===== src/rtl/baud_pkg.sv =====
package baud_pkg;
  // Strobes from the register side to the counting datapath
  typedef struct packed {
    logic commit;  // new divisor and fraction take effect this edge
    logic run;     // committed divisor is non-zero
  } baudStrobe_t;
endpackage


===== src/rtl/baud_regs.sv =====
module baud_regs
  import baud_pkg::*;
#(
  parameter int DIV_W     = 13,
  parameter int FRAC_W    = 5,
  parameter int ADDR_W    = 4,
  parameter int HI_ADDR   = 0,
  parameter int LO_ADDR   = 1,
  parameter int CTRL_ADDR = 10
) (
  input  logic              clk,
  input  logic              rstN,
  input  logic              regWrEn,
  input  logic [ADDR_W-1:0] regAddr,
  input  logic [7:0]        regWrData,
  output logic [7:0]        regRdData,
  output logic [DIV_W-1:0]  divAct,
  output logic [FRAC_W-1:0] fracAct,
  output baudStrobe_t       strb
);
  localparam int HI_W   = DIV_W - 8;
  localparam int HI_PAD = 6 - HI_W;
  localparam int FR_PAD = 8 - FRAC_W;

  logic [1:0]        ieBits;
  logic [HI_W-1:0]   hiStage;
  logic [FRAC_W-1:0] fracStage;
  logic wrHi, wrLo, wrCtrl;

  assign wrHi   = regWrEn && (regAddr == ADDR_W'(HI_ADDR));
  assign wrLo   = regWrEn && (regAddr == ADDR_W'(LO_ADDR));
  assign wrCtrl = regWrEn && (regAddr == ADDR_W'(CTRL_ADDR));

  always_ff @(posedge clk or negedge rstN) begin
    if (!rstN) begin
      ieBits    <= '0;
      hiStage   <= '0;
      fracStage <= '0;
      divAct    <= '0;
      fracAct   <= '0;
    end else begin
      if (wrHi) begin
        ieBits  <= regWrData[7:6];
        hiStage <= regWrData[HI_W-1:0];
      end
      if (wrCtrl) fracStage <= regWrData[FRAC_W-1:0];
      if (wrLo) begin
        divAct  <= {hiStage, regWrData};
        fracAct <= fracStage;
      end
    end
  end

  assign strb.commit = wrLo;
  assign strb.run    = (divAct != '0);

  always_comb begin
    regRdData = 8'h00;
    if (regAddr == ADDR_W'(HI_ADDR))
      regRdData = {ieBits, {HI_PAD{1'b0}}, hiStage};
    else if (regAddr == ADDR_W'(LO_ADDR))
      regRdData = divAct[7:0];
    else if (regAddr == ADDR_W'(CTRL_ADDR))
      regRdData = {{FR_PAD{1'b0}}, fracStage};
  end

  AST_IE_HOLD: assert property (@(posedge clk) disable iff (!rstN)
    (regWrEn && regAddr != ADDR_W'(HI_ADDR)) |=> $stable(ieBits));
  AST_HI_BUFFERED: assert property (@(posedge clk) disable iff (!rstN)
    wrHi |=> ($stable(divAct) && $stable(fracAct)));
  AST_FRAC_BUFFERED: assert property (@(posedge clk) disable iff (!rstN)
    wrCtrl |=> ($stable(fracAct) && $stable(divAct)));
endmodule


===== src/rtl/baud_dp.sv =====
module baud_dp
  import baud_pkg::*;
#(
  parameter int DIV_W  = 13,
  parameter int FRAC_W = 5
) (
  input  logic              clk,
  input  logic              rstN,
  input  logic [DIV_W-1:0]  divAct,
  input  logic [FRAC_W-1:0] fracAct,
  input  baudStrobe_t       strb,
  output logic              tick
);
  localparam int CNT_W = DIV_W + 1;

  logic [CNT_W-1:0]  cnt;
  logic [CNT_W-1:0]  target;
  logic [FRAC_W-1:0] acc;
  logic              extraNow;
  logic [FRAC_W:0]   sum;
  logic              hit;

  // Period length is the divisor plus one stretch cycle when the
  // accumulator carried at the end of the previous period.
  assign target = {1'b0, divAct} + CNT_W'(extraNow);
  assign hit    = strb.run && (cnt == target);
  assign sum    = {1'b0, acc} + {1'b0, fracAct};

  always_ff @(posedge clk or negedge rstN) begin
    if (!rstN) begin
      cnt      <= CNT_W'(1);
      acc      <= '0;
      extraNow <= 1'b0;
    end else if (strb.commit) begin
      cnt      <= CNT_W'(1);
      acc      <= '0;
      extraNow <= 1'b0;
    end else if (hit) begin
      cnt      <= CNT_W'(1);
      acc      <= sum[FRAC_W-1:0];
      extraNow <= sum[FRAC_W];
    end else if (strb.run) begin
      cnt <= cnt + CNT_W'(1);
    end
  end

  assign tick = hit;

  AST_CNT_BOUND: assert property (@(posedge clk) disable iff (!rstN)
    strb.run |-> (cnt <= target));
  AST_ONE_CYCLE: assert property (@(posedge clk) disable iff (!rstN)
    (tick && divAct > DIV_W'(1) && !strb.commit) |=> !tick);
  AST_ZERO_STOP: assert property (@(posedge clk) disable iff (!rstN)
    (!strb.run && !strb.commit) |=> !tick);
endmodule


===== src/rtl/frac_baud_gen.sv =====
module frac_baud_gen
  import baud_pkg::*;
#(
  parameter int DIV_W  = 13,
  parameter int FRAC_W = 5,
  parameter int ADDR_W = 4
) (
  input  logic              clk,
  input  logic              rstN,
  input  logic              regWrEn,
  input  logic [ADDR_W-1:0] regAddr,
  input  logic [7:0]        regWrData,
  output logic [7:0]        regRdData,
  output logic              tick
);
  logic [DIV_W-1:0]  divAct;
  logic [FRAC_W-1:0] fracAct;
  baudStrobe_t       strb;

  baud_regs #(.DIV_W(DIV_W), .FRAC_W(FRAC_W), .ADDR_W(ADDR_W)) uRegs (
    .clk(clk), .rstN(rstN), .regWrEn(regWrEn), .regAddr(regAddr),
    .regWrData(regWrData), .regRdData(regRdData),
    .divAct(divAct), .fracAct(fracAct), .strb(strb)
  );

  baud_dp #(.DIV_W(DIV_W), .FRAC_W(FRAC_W)) uDp (
    .clk(clk), .rstN(rstN), .divAct(divAct), .fracAct(fracAct),
    .strb(strb), .tick(tick)
  );
endmodule


===== config.mk =====
export PLATFORM = sky130hd
export DESIGN_NAME = frac_baud_gen
export DESIGN_NICKNAME = d
export VERILOG_FILES = /design/src/rtl/baud_pkg.sv /design/src/rtl/baud_regs.sv /design/src/rtl/baud_dp.sv /design/src/rtl/frac_baud_gen.sv
export SDC_FILE = /design/constraint.sdc
export NUM_CORES = 1
export LEC_CHECK = 0
export ABC_AREA = 1
export BUFFER_PORTS_ARGS = -buffer_cell sky130_fd_sc_hd__buf_4
export CORE_MARGIN = 2
export CORE_UTILIZATION = 55
export CTS_BUF_LIST = sky130_fd_sc_hd__clkbuf_4
export CTS_CLUSTER_SIZE = 20
export DETAILED_ROUTE_END_ITERATION = 10
export PLACE_DENSITY = 0.74
export SYNTH_ARGS = -nofsm -noshare
export SYNTH_HDL_FRONTEND = slang
export SYNTH_HIERARCHICAL = 1
export SYNTH_SLANG_ARGS = --single-unit

===== constraint.sdc =====
create_clock -name clk -period 5.25 [get_ports clk]
set_input_delay 0.7875 -clock clk [delete_from_list [all_inputs] [get_ports clk]]
set_output_delay 0.7875 -clock clk [all_outputs]
set_load 0.02 [all_outputs]

==> results list, run 1 <==
* Routability cong.: 0.912
- Arrival time of the worst setup path: 2.42 ns
* Post-CTS Hold Buffers: 0
- The total area inside the core boundary comes to 0.00585 mm^2.
- Count of cells along the worst register-to-register path: 10
- Setup repair after global routing missed its margin: no
- For this block, the via count after detailed routing is 2876.
- The number of nets in the synthesized netlist is 471.
- Die Span X: 81.5 um
- STA classifies the critical path endpoint as an output pin.
- No sink is reached through more buffers than the 2 on the longest clock path.
- Excluding fillers, the count of instances in the completed layout stands at 535.
* Async set-reset flop share out of synthesis: 100%
* Total of warnings raised by yosys: 6
- Half-perimeter wire length after detailed placement: 5250 um
- Clock slew seen by the registers of the worst setup and hold paths: 0.15 ns
- DRC viols: 0
- Terminus of the critical flop-to-flop path: uDp/cnt[2]
* Site row count: 28
- The via count of the first global-routing pass is 2637.
- In the post-synthesis netlist, the biggest area contributors are dfrtp_1 37%, nand2_1 16%, nand3_1 7.7%.
- Per report_power, the clock group accounts for 15.3% of the total.
* Via/cell ratio: 5.38
- In this run the biggest area consumer among cell types represents 37.1% of the synthesized area.
- # nets final: 483
* Leftover overflow at the end of global routing: 0
- STA classifies the critical path startpoint as a flip-flop.
* Worst ir drop on vdd: 0.000166 V
- From synthesis to final layout, the design area changed by 6.56%.
- Number of enable flip-flop cells after synthesis: 0
* CTS sink count: 50
- Count of buffers inserted at the top-level ports: 23
- Cell area after synthesis: 0.00330 mm^2
* TritonCTS clock tree: done
* Register-to-Register Setup Slack: 3.06 ns
* Die Area: 0.00664 mm^2
- The first global-routing pass estimated 11800 um of wire.
- The final number of max-transition violations is 0.
- The startpoint identified for the worst register-to-register timing path is uRegs/divAct[0].
- Setup violations remaining at the end of the flow were counted as 0.
- Dividing the synthesized area by the synthesized cell count gives 7.38 um^2.
- The critical path is of the flip-flop to output pin type.
- Number of clock buffers inserted by TritonCTS: 5
* Combinational cell fraction of total power: 34.7%
* Clk_skew: 0.0159 ns
* Share of synthesized area occupied by flip-flops and latches: 37.9%
* Fraction of layout instances using a drive strength above 1: 12.8%
- Initial cell density of the core: 56.4%
* Area post-placement: 0.00346 mm^2
- Resized Gates After CTS: 0
- The min-delay analysis places its worst path in the category input port to asynchronous set/reset pin.
* Fraction of power consumed by sequential logic: 49.9%
- After the first detailed-routing iteration, the DRC count stood at 176.
* WL per Instance: 13.1 um
- Sw Ratio: 40.5%
* Skew-Pair Late Insertion Delay: 0.37 ns
- In this run the number of H-tree levels came out at 2.
- After detailed placement, the design holds a cell count of 527.
- The cell count after synthesis came out at 447.
- Cell area power density: 328 mW/mm^2
- Final period util: 61.0%
* Global-route total usage across every layer: 23.0%
- 0 antenna diodes ended up in the layout.
- At the pin with the least slew margin, the transition time is 0.619 ns.
* Number of filler instances in the final layout: 543
- Setup_tns: 0 ns
- Minimum clock period: 3.21 ns
- Internal power comes to 687 uW.
* Leakage dissipation: 1.88 nW
- During I/O placement, the number of pins put on the boundary was 24.
- Register bit total from synthesis: 50
* Max-capacitance violation count: 0
- Area leader, netlist: dfrtp_1
- For this run, the leading register cell type out of synthesis is dfrtp_1.
* Largest driver fanout on the critical path: 10
- For the worst setup path, the data required time is 4.46 ns.
* Status: completed
- The count of final hold-check violations was 0.
- The worst pin sits at a relative slew slack of 58.8%.
- Number of distinct standard cells referenced by the synthesized netlist: 29
- Static timing analysis puts the maximum clock frequency at 312 MHz.
- Chip height: 81.5 um
- Routed WL: 7000 um
* Initial antenna violation count: 0
- Antenna violation net count after detailed routing: 0
* Detailed Routing Iterations Pass 1: 5
* End-of-flow core utilization: 60.1%
* Largest net degree at the start of global routing: 51
- Net switching power: 467 uW
- After clock tree synthesis, the setup repair step added 0 buffers.
- In this run the clock root is driven by a clkbuf_4.
* Area of all placed cells without fillers: 0.00352 mm^2
metal layers:
metal | global-route usage, % | vias to the layer above | share of wire [%]
met5 | 0 | - | 0
met4 | 6.61 | 0 | 1.5
met3 | 3.41 | 13 | 4.1
met2 | 39.2 | 78 | 48
met1 | 30.4 | 1313 | 47
li1 | - | 1472 | -
cell type report:
class	instances	area [um^2]	share of cell area, %
flip-flops and latches	50	1250	35.6
well taps	75	93.8	2.67
clock inverters	3	20.0	0.569
clock buffers	5	37.5	1.07
multi-input cells	336	1780	50.6
repair buffers	23	173	4.91
inverters	43	161	4.59
cell usage after synthesis, types with 5 or more instances:
| cell type | instances |
|---|---|
| xor2_1 | 14 |
| nor2_1 | 32 |
| nand2_1 | 145 |
| inv_1 | 42 |
| dfrtp_1 | 49 |
| a21oi_1 | 5 |
| nand4_1 | 39 |
| buf_2 | 11 |
| xnor2_1 | 9 |
| nor2_2 | 13 |
| ha_1 | 8 |
| nand3_1 | 51 |
flip-flops by register name (all words and copies together) (netlist names):
| name | count |
|---|---|
| uRegs/fracStage | 5 |
| uRegs/fracAct | 5 |
| uRegs/ieBits | 2 |
| uRegs/hiStage | 5 |
| uRegs/divAct | 13 |
| uDp/acc | 5 |
| uDp/cnt | 14 |
| uDp/extraNow | 1 |
how the worst max path moves through the flow:
stage                               start           to  slack [ns]  depth (start not counted)
after floorplan                regAddr[3]  uDp/cnt[12]        2.72                         14
after global placement         regAddr[3]  uDp/cnt[12]        2.30                         12
after detailed placement       regAddr[3]  uDp/cnt[12]        2.22                         12
after CTS                 uRegs/divAct[0]         tick        2.04                         10
after global routing      uRegs/divAct[0]         tick        1.85                         13
final                     uRegs/divAct[0]         tick        2.04                         10
cell families after synthesis:
logic type,count (synthesis),synth area share [%]
compound gates,8,1.29
xor+xnor,23,6.10
fa+ha+maj,9,3.64
buf+inv,61,8.15
flops,50,37.9
simple gates,296,42.9
cell usage in the layout (no fill, tap or decap), drive strengths merged:
master,n
ha,8
dfstp,1
nor3,1
xor2,14
dfrtp,49
nand3,53
clkinvlp,1
nand3b,1
nand2,149
xnor2,9
nand4,39
buf,23
inv,44
fa,1
a21oi,5
o21ai,2
nor2,50
clkbuf,5
o21bai,1
clkinv,1
or2,3
power groups by stage:
stage | clock network, mW | logic (mW) | registers, mW
2_1_floorplan | 0 | 0.334 | 0.544
3_3_place_gp | 0 | 0.390 | 0.580
3_5_place_dp | 0 | 0.404 | 0.581
4_1_cts | 0.187 | 0.403 | 0.576
5_1_grt | 0.203 | 0.468 | 0.591
6_report | 0.177 | 0.401 | 0.577
worst max-delay path, stage by stage (launching register included):
cell	delay, ns
dfrtp_1	0.45
ha_1	0.23
ha_1	0.22
nand2_1	0.11
inv_1	0.10
nand3_1	0.11
xor2_1	0.35
nor2_8	0.10
nand3_4	0.17
inv_1	0.05
buf_4	0.15
metrics by stage:
step | worst slack [ns] | hold slack [ns] | power [mW]
global route | 1.85 | 0.438 | 1.26
global placement | 2.30 | 0.466 | 0.970
CTS | 2.04 | 0.422 | 1.17
floorplan | 2.72 | 0.443 | 0.878
finish | 2.04 | 0.405 | 1.15
detailed placement | 2.22 | 0.463 | 0.985
(Power assumes the default switching activity.)
==> inputs of run 2 (changes only) <==
--- a/config.mk
+++ b/config.mk
@@ -12,7 +12,7 @@
 export CTS_BUF_LIST = sky130_fd_sc_hd__clkbuf_4
 export CTS_CLUSTER_SIZE = 20
 export DETAILED_ROUTE_END_ITERATION = 10
-export PLACE_DENSITY = 0.74
+export PLACE_DENSITY = 0.77
 export SYNTH_ARGS = -nofsm -noshare
 export SYNTH_HDL_FRONTEND = slang
 export SYNTH_HIERARCHICAL = 1
==> constraint.sdc (replaced) <==
create_clock -name clk -period 2.6 [get_ports clk]
set_input_delay 0.39 -clock clk [delete_from_list [all_inputs] [get_ports clk]]
set_output_delay 0.39 -clock clk [all_outputs]
set_load 0.02 [all_outputs]
==> results list, run 2 (synthesis results as in run 1) <==
* Starting DRT DRC Count: 157
- The area growth from synthesis to layout is 10.6%.
- Most common cell after layout, fill and taps aside: nand2_1
- Internal power comes to 1.52 mW.
* Half-perimeter wire length after detailed placement: 5330 um
- The worst setup path is captured at an output pin.
- After clock tree synthesis, the clock-pin slew on the worst setup and hold paths is 0.16 ns.
- Grt met2 use: 41.4%
* DRC viols: 0
- Largest stage delay on the critical path: 0.42 ns
* Die Span X: 81.5 um
- OpenSTA, run right after detailed placement, puts the worst setup slack at 0.291 ns.
* Largest driver fanout on the critical path: 2
- The detail route stage leaves a number of antenna-violating nets equal to 0.
- The layer flagged by global routing as most heavily used is met2.
- Final total power: 2.50 mW
* Number of placed instances with taps included: 531
- WL per Instance: 13.7 um
* Site row count: 28
- Final period util: 97.5%
- Broken down by cell family, the worst path's largest delay share belongs to simple AND/OR/NAND/NOR gates.
- Post-route insts no fill: 543
- Highest Clock Rate: 394 MHz
* Combinational cell fraction of total power: 34.1%
- In the global route stage, met3 resource usage came out at 4.18%.
- In the final design database the tool counted 491 nets.
- Headroom to the max-slew limit came out at 58.0%.
* CP Buf/Inv Count: 4
- Stages on the worst setup path: 13
- Actual slew at the worst max-slew pin: 0.630 ns
- Before antenna repair, the detailed router went through 4 iterations.
* Ant diodes: 0
- Required time of the worst setup path: 2.21 ns
* Net switching power: 977 uW
- Setup repair after global routing missed its margin: yes
- The total overflow left after global routing is 0.
- The final number of max-transition violations came to 0.
- Minimum clock period: 2.54 ns
* Count of buffers inserted at the top-level ports: 23
- In this run the critical register-to-register path is captured at uDp/cnt[12].
- Capturing element of the worst setup path: tick
- For this design, the slowest cell found on the critical path is dfrtp_1.
* Die Area: 0.00664 mm^2
* Final Hold Fails: 0
- Global-route total usage across every layer: 24.5%
- 24 I/O pins were placed.
- Fraction of layout instances using a drive strength above 1: 17.5%
- Routed WL: 7470 um
- In the global route stage, met1 resource usage came out at 32.7%.
- First-pass GRT wire length: 12500 um
* Status: completed
- Maximum number of buffers from clock root to sink: 2
- Most flops, register: uDp/cnt
* Via/cell ratio: 5.45
- In the final layout, the registers with the most flip-flops are uDp/cnt: 14 flops, uRegs/divAct: 13 flops.
- Max FFs per register: 14
* Crit path cell chain: ha_2 -> ha_4 -> inv_2 -> nand2_1 -> nand3_1 -> nor2_1 -> nand3_1 -> inv_1 -> nand2_2 -> nor2_4 -> nand3_4 -> inv_2 -> buf_6
- Max-capacitance violation count: 0
- Placeable core area: 0.00585 mm^2
* Number of clock buffers inserted by TritonCTS: 5
- Entering global routing, the biggest net connects 51 pins.
* Maximum level of the CTS H-tree: 2
- For this design, the CTS-stage hold fixing added 0 buffers.
- Arrival time of the worst setup path: 2.15 ns
* Sw Ratio: 39.1%
- Counting the fill cells in the layout gives 523.
- For flop-to-flop paths, the worst setup slack is 0.15 ns.
- Counting cells, the worst reg-to-reg path comes to 14.
- In this run the worst hold path is classified as input port to asynchronous set/reset pin.
- For this block, the via count after detailed routing is 2960.
- Leakage dissipation: 1.92 nW
* Timing startpoint of the critical path: uRegs/divAct[0]
* Initial antenna violation count: 0
- Chip height: 81.5 um
- Initial cell density of the core: 56.4%
- The clock reaches the later pin of the worst-skew pair after 0.39 ns.
* Cell area power density: 684 mW/mm^2
- The worst setup path is launched from a flip-flop.
- TritonCTS built the clock tree.
- Root buffer cell: clkbuf_4
- The worst setup path is of the flip-flop to output pin kind.
- Most used cells in the layout excluding fill and tap cells: 143 x nand2_1, 51 x nand3_1, 46 x dfrtp_1, 39 x nand4_1, 37 x inv_1
- Clock skew on the completed layout was measured at 0.0206 ns.
* Routability cong.: 0.899
- Least setup slack across all paths after layout: 0.0645 ns
- Clock network fraction of total power: 18.9%
- VDD sags by at most 0.000402 V.
- Reg-to-reg startpoint: uRegs/divAct[0]
- The via count of the first global-routing pass is 2765.
* CTS sink count: 50
* Fraction of power consumed by sequential logic: 46.9%
- Setup violations remaining at the end of the flow were counted as 0.
run 2: timing repair:
item,4_1_cts,5_1_grt
buffers inserted,2,2
pin swaps,1,5
gates resized for setup,1,16
setup endpoints to repair,1,1
cloned,0,0
run 2: how the worst min path moves through the flow:
stage	from	end	cells after the start	slack, ns
CTS	rstN	uRegs/divAct[12]	1	0.03
detailed placement	rstN	uDp/cnt[9]	1	0.45
global route	rstN	uRegs/hiStage[4]	1	0.06
floorplan	rstN	uDp/acc[0]	0	0.09
global placement	rstN	uDp/cnt[10]	1	0.45
finish	rstN	uRegs/divAct[12]	1	0.003
run 2: worst register-to-register path, cell delays in order, from the launching register on:
cell,delay (ns)
dfrtp_1,0.42
buf_4,0.14
buf_4,0.13
or2_2,0.28
nor2_1,0.09
nand2_1,0.09
buf_4,0.14
or2_2,0.34
inv_1,0.12
nor2_1,0.09
nand4_1,0.13
nor2_1,0.08
nand2_1,0.10
xor2_2,0.16
nor2_2,0.05
run 2: area by class of cell:
class	count	area, um^2	area share, %
tap	75	93.8	2.57
sequential	50	1260	34.4
inverter	43	161	4.42
clock buffer	6	45.0	1.23
timing repair buffer	31	236	6.48
multi-input combinational	336	1820	49.8
clock inverter	2	37.5	1.03
run 2: power by group through the flow:
stage | clock, mW | combinational (mW) | sequential (mW)
2_1_floorplan | 0 | 0.674 | 1.10
5_1_grt | 0.513 | 0.985 | 1.19
4_1_cts | 0.480 | 0.826 | 1.16
3_5_place_dp | 0 | 0.815 | 1.17
3_3_place_gp | 0 | 0.788 | 1.17
6_report | 0.473 | 0.852 | 1.17
run 2: stage by stage:
| stage | area, um^2 | util, % | hold slack, ns | setup TNS, ns |
|---|---|---|---|---|
| finish | 3650 | 62.4 | 0.00333 | 0 |
| global route | 3650 | 62.4 | 0.0596 | -0.0885 |
| floorplan | 3300 | - | 0.0944 | 0 |
| detailed placement | 3490 | 59.6 | 0.455 | 0 |
| global placement | 3490 | 59.6 | 0.450 | 0 |
| CTS | 3590 | 61.4 | 0.0292 | 0 |
run 2: per-layer routing:
layer	up-vias	share of wire (%)
li1	1484	-
met1	1387	46
met2	72	48
met3	17	4.3
met4	0	1.7
met5	-	0
==> inputs of run 3 (changes only) <==
--- a/config.mk
+++ b/config.mk
@@ -15,5 +15,4 @@
 export PLACE_DENSITY = 0.77
 export SYNTH_ARGS = -nofsm -noshare
 export SYNTH_HDL_FRONTEND = slang
-export SYNTH_HIERARCHICAL = 1
 export SYNTH_SLANG_ARGS = --single-unit
==> results list, run 3 <==
- The design draws 2.41 mW.
* Root buffer cell: clkbuf_4
* Count of buffers inserted at the top-level ports: 23
- Maximum number of buffers from clock root to sink: 2
* Global-route total usage across every layer: 25.0%
- In this run, the number of DRC markers left after iteration 0 of detailed routing was 141.
- By area the synthesized netlist is led by dfrtp_1 39%, nand2_1 13%, inv_1 6.5%.
- Across the VDD grid, the largest voltage drop is 0.000447 V.
* Final Hold Fails: 0
- Max-capacitance violation count: 0
* Skew-Pair Late Insertion Delay: 0.38 ns
* Classification of the worst setup path: flip-flop to output pin
- Site row count: 27
* Reg-to-reg startpoint: uRegs.divAct[0]
* Most instantiated cells after synthesis: 108 x nand2_1, 54 x inv_1, 49 x dfrtp_1, 34 x nand3_1, 33 x nor2_1
- DRC viols: 0
* Half-perimeter wire length after detailed placement: 5370 um
- Register bit total from synthesis: 50
- For this run, the detailed router's first-pass iteration total came to 7.
- Most common cell after layout, fill and taps aside: nand2_1
- Final period util: 98.7%
* Async set-reset flop share out of synthesis: 100%
- The share of synthesized area in the top cell type comes to 39.1%.
- Terminus of the critical flop-to-flop path: uDp.cnt[3]
- Number of instances in the synthesized netlist: 413
- Leftover overflow at the end of global routing: 0
- At the placement stage, the worst setup path has a slack of 0.323 ns.
* Combined area of the multi-input logic cells: 0.00168 mm^2
- Clk_skew: 0.0129 ns
- After synthesis, the netlist uses 34 different library cells.
- Of the cells placed in the final design, the portion with a size suffix greater than 1 is 17.6%.
- Critical Path Sink Type: output pin
* Die Area: 0.00632 mm^2
* Nets in the synthesized netlist: 437
- In the post-route analysis, the smallest setup slack over all paths is 0.0329 ns.
- Die Span X: 79.5 um
- More flip-flops sit in one register than any other, and that register is uDp.cnt.
- Initial antenna violation count: 0
* Leakage dissipation: 1.79 nW
- Most used cells in the layout excluding fill and tap cells: 107 x nand2_1, 54 x inv_1, 49 x dfrtp_1, 34 x nand3_1, 33 x nor2_1
- Routability-driven placement finished with a final weighted congestion of 0.904.
* Minimum clock period: 2.57 ns
- Vias after detailed routing: 2827
- Status: completed
- Once layout is complete, the utilization of the core stands at 63.9%.
- The final number of max-transition violations is 0.
- Cell area power density: 686 mW/mm^2
- Most frequently used flop master after synthesis: dfrtp_1
- Setup violations remaining at the end of the flow were counted as 0.
* Highest Clock Rate: 390 MHz
- Antenna violation net count after detailed routing: 0
* Mean instance size in the synthesized netlist: 7.60 um^2
- The most common cell in the synthesized netlist is nand2_1.
- In this run, placement finished with an instance count of 503.
- Compared with the post-synthesis result, the final layout area differs by 12.1%.
- Area leader, netlist: dfrtp_1
- Number of enable flip-flop cells after synthesis: 0
- After synthesis, flip-flops and latches occupy 39.9% of the total area.
- Post-CTS Hold Buffers: 0
* Via/cell ratio: 5.48
* Via count of the first global-routing pass: 2681
- Ant diodes: 0
* # nets final: 467
* Largest net degree at the start of global routing: 51
- The routed design has 7190 um of wire.
* Worst min-delay path class: input port to asynchronous set/reset pin
* Initial cell density of the core: 57.0%
- The first global-routing pass estimated 12400 um of wire.
- Chip height: 79.5 um
- Clock-pin slew was measured on the worst setup and hold paths at 0.16 ns.
* Actual slew at the worst max-slew pin: 0.630 ns
- Count of cells along the worst register-to-register path: 12
- STA classifies the critical path startpoint as a flip-flop.
- Number of filler instances in the final layout: 463
- Data on the critical path is required at its endpoint by 2.21 ns.
- TritonCTS built the clock tree.
* Max_slew headroom: 58.0%
- In this run the worst path has a maximum fanout of 3.
- The core region is 0.00551 mm^2.
- The largest registers in the layout are uDp.cnt: 14 flops, uRegs.divAct: 13 flops.
- Max FFs per register: 14
* Total of warnings raised by yosys: 0
- CTS sink count: 50
- Num ports: 24
- In the final routed layout, each cell accounts on average for 13.9 um.
* Setup repair after global routing missed its margin: yes
* Number of clock buffers inserted by TritonCTS: 5
- After the flow finishes, the layout carries non-filler instances totaling 516.
* Total area of sequential cells: 0.00125 mm^2
- Setup slack on the worst reg-to-reg path comes out at 0.43 ns.
- The mapped netlist covers 0.00314 mm^2.
- The clock tree synthesis step divided the H-tree into 2 levels.
- Arrival time of the worst setup path: 2.18 ns
-- run 3: cell count changes in the layout (fill, tap and decap cells not counted), moves of 5 or more --
cell | before | now
nand3_1 | 51 | 34
xor2_1 | 12 | 18
nand4_1 | 39 | 8
inv_1 | 37 | 54
o21ai_0 | 2 | 29
nand2_1 | 143 | 107
o221ai_1 | 0 | 6
mux2_2 | 0 | 5
xnor2_1 | 9 | 3
-- run 3: timing repair --
item	CTS	global route
buffers inserted	4	1
endpoints found under the setup margin	1	1
pin swaps	6	6
gates resized for setup	5	5
-- run 3: area by class of cell --
cell class,instances,share of cell area (%)
Sequential cell,50,35.6
Clock inverter,3,0.640
Multi-Input combinational cell,299,47.6
Tap cell,72,2.56
Timing Repair Buffer,30,6.40
Clock buffer,5,1.07
Inverter,57,6.08
-- run 3: per-stage QoR --
stage          cell area, um^2  hold slack, ns  TNS [ns]
2_1_floorplan             3140          0.0944         0
3_3_place_gp              3370           0.445         0
3_5_place_dp              3370           0.449         0
4_1_cts                   3480          0.0258         0
5_1_grt                   3520          0.0513    -0.110
6_report                  3520         0.00616         0
-- run 3: logic make-up after synthesis --
logic type	Yosys count	synth area share (%)
and+or+nand+nor	217	31.8
xor gates and xnor gates	21	5.86
DFF	50	39.9
buffers and inverters	64	8.22
AOI/OAI and AO/OA	47	8.58
muxes	5	1.79
adders and majority gates	9	3.83
-- run 3: critical path, stage by stage (launching register included) --
cell and delay, ns:
dfrtp_1 0.44, ha_4 0.19, ha_4 0.17, or2_4 0.23, nand3b_1 0.10, nand4_1 0.12, nor3_2 0.20, nand3_1 0.08
nor2_1 0.12, buf_4 0.16
-- run 3: layer usage --
metal	part of all wire (%)	up-vias	global-route usage, %
met5	0	-	0
met4	2.1	0	7.93
met3	4.2	14	3.28
met2	48	82	42.0
met1	46	1343	33.5
li1	-	1388	-
-- run 3: worst max-delay path by stage --
stage	startpoint	to	slack [ns]	cells past startpoint
6_report	uRegs.divAct[0]	tick	0.03	9
4_1_cts	uRegs.divAct[0]	tick	0.03	13
5_1_grt	uRegs.divAct[0]	tick	-0.11	9
3_5_place_dp	uRegs.divAct[0]	tick	0.32	9
2_1_floorplan	uRegs.divAct[0]	tick	0.42	8
3_3_place_gp	uRegs.divAct[0]	tick	0.34	9
-- run 3: power by group --
group / switching [mW] / leakage, nW / internal, mW
Sequential: 0.217 / 0.649 / 0.950
Combinational: 0.509 / 1.10 / 0.358
Clock: 0.266 / 0.0360 / 0.112
Total: 0.992 / 1.79 / 1.42
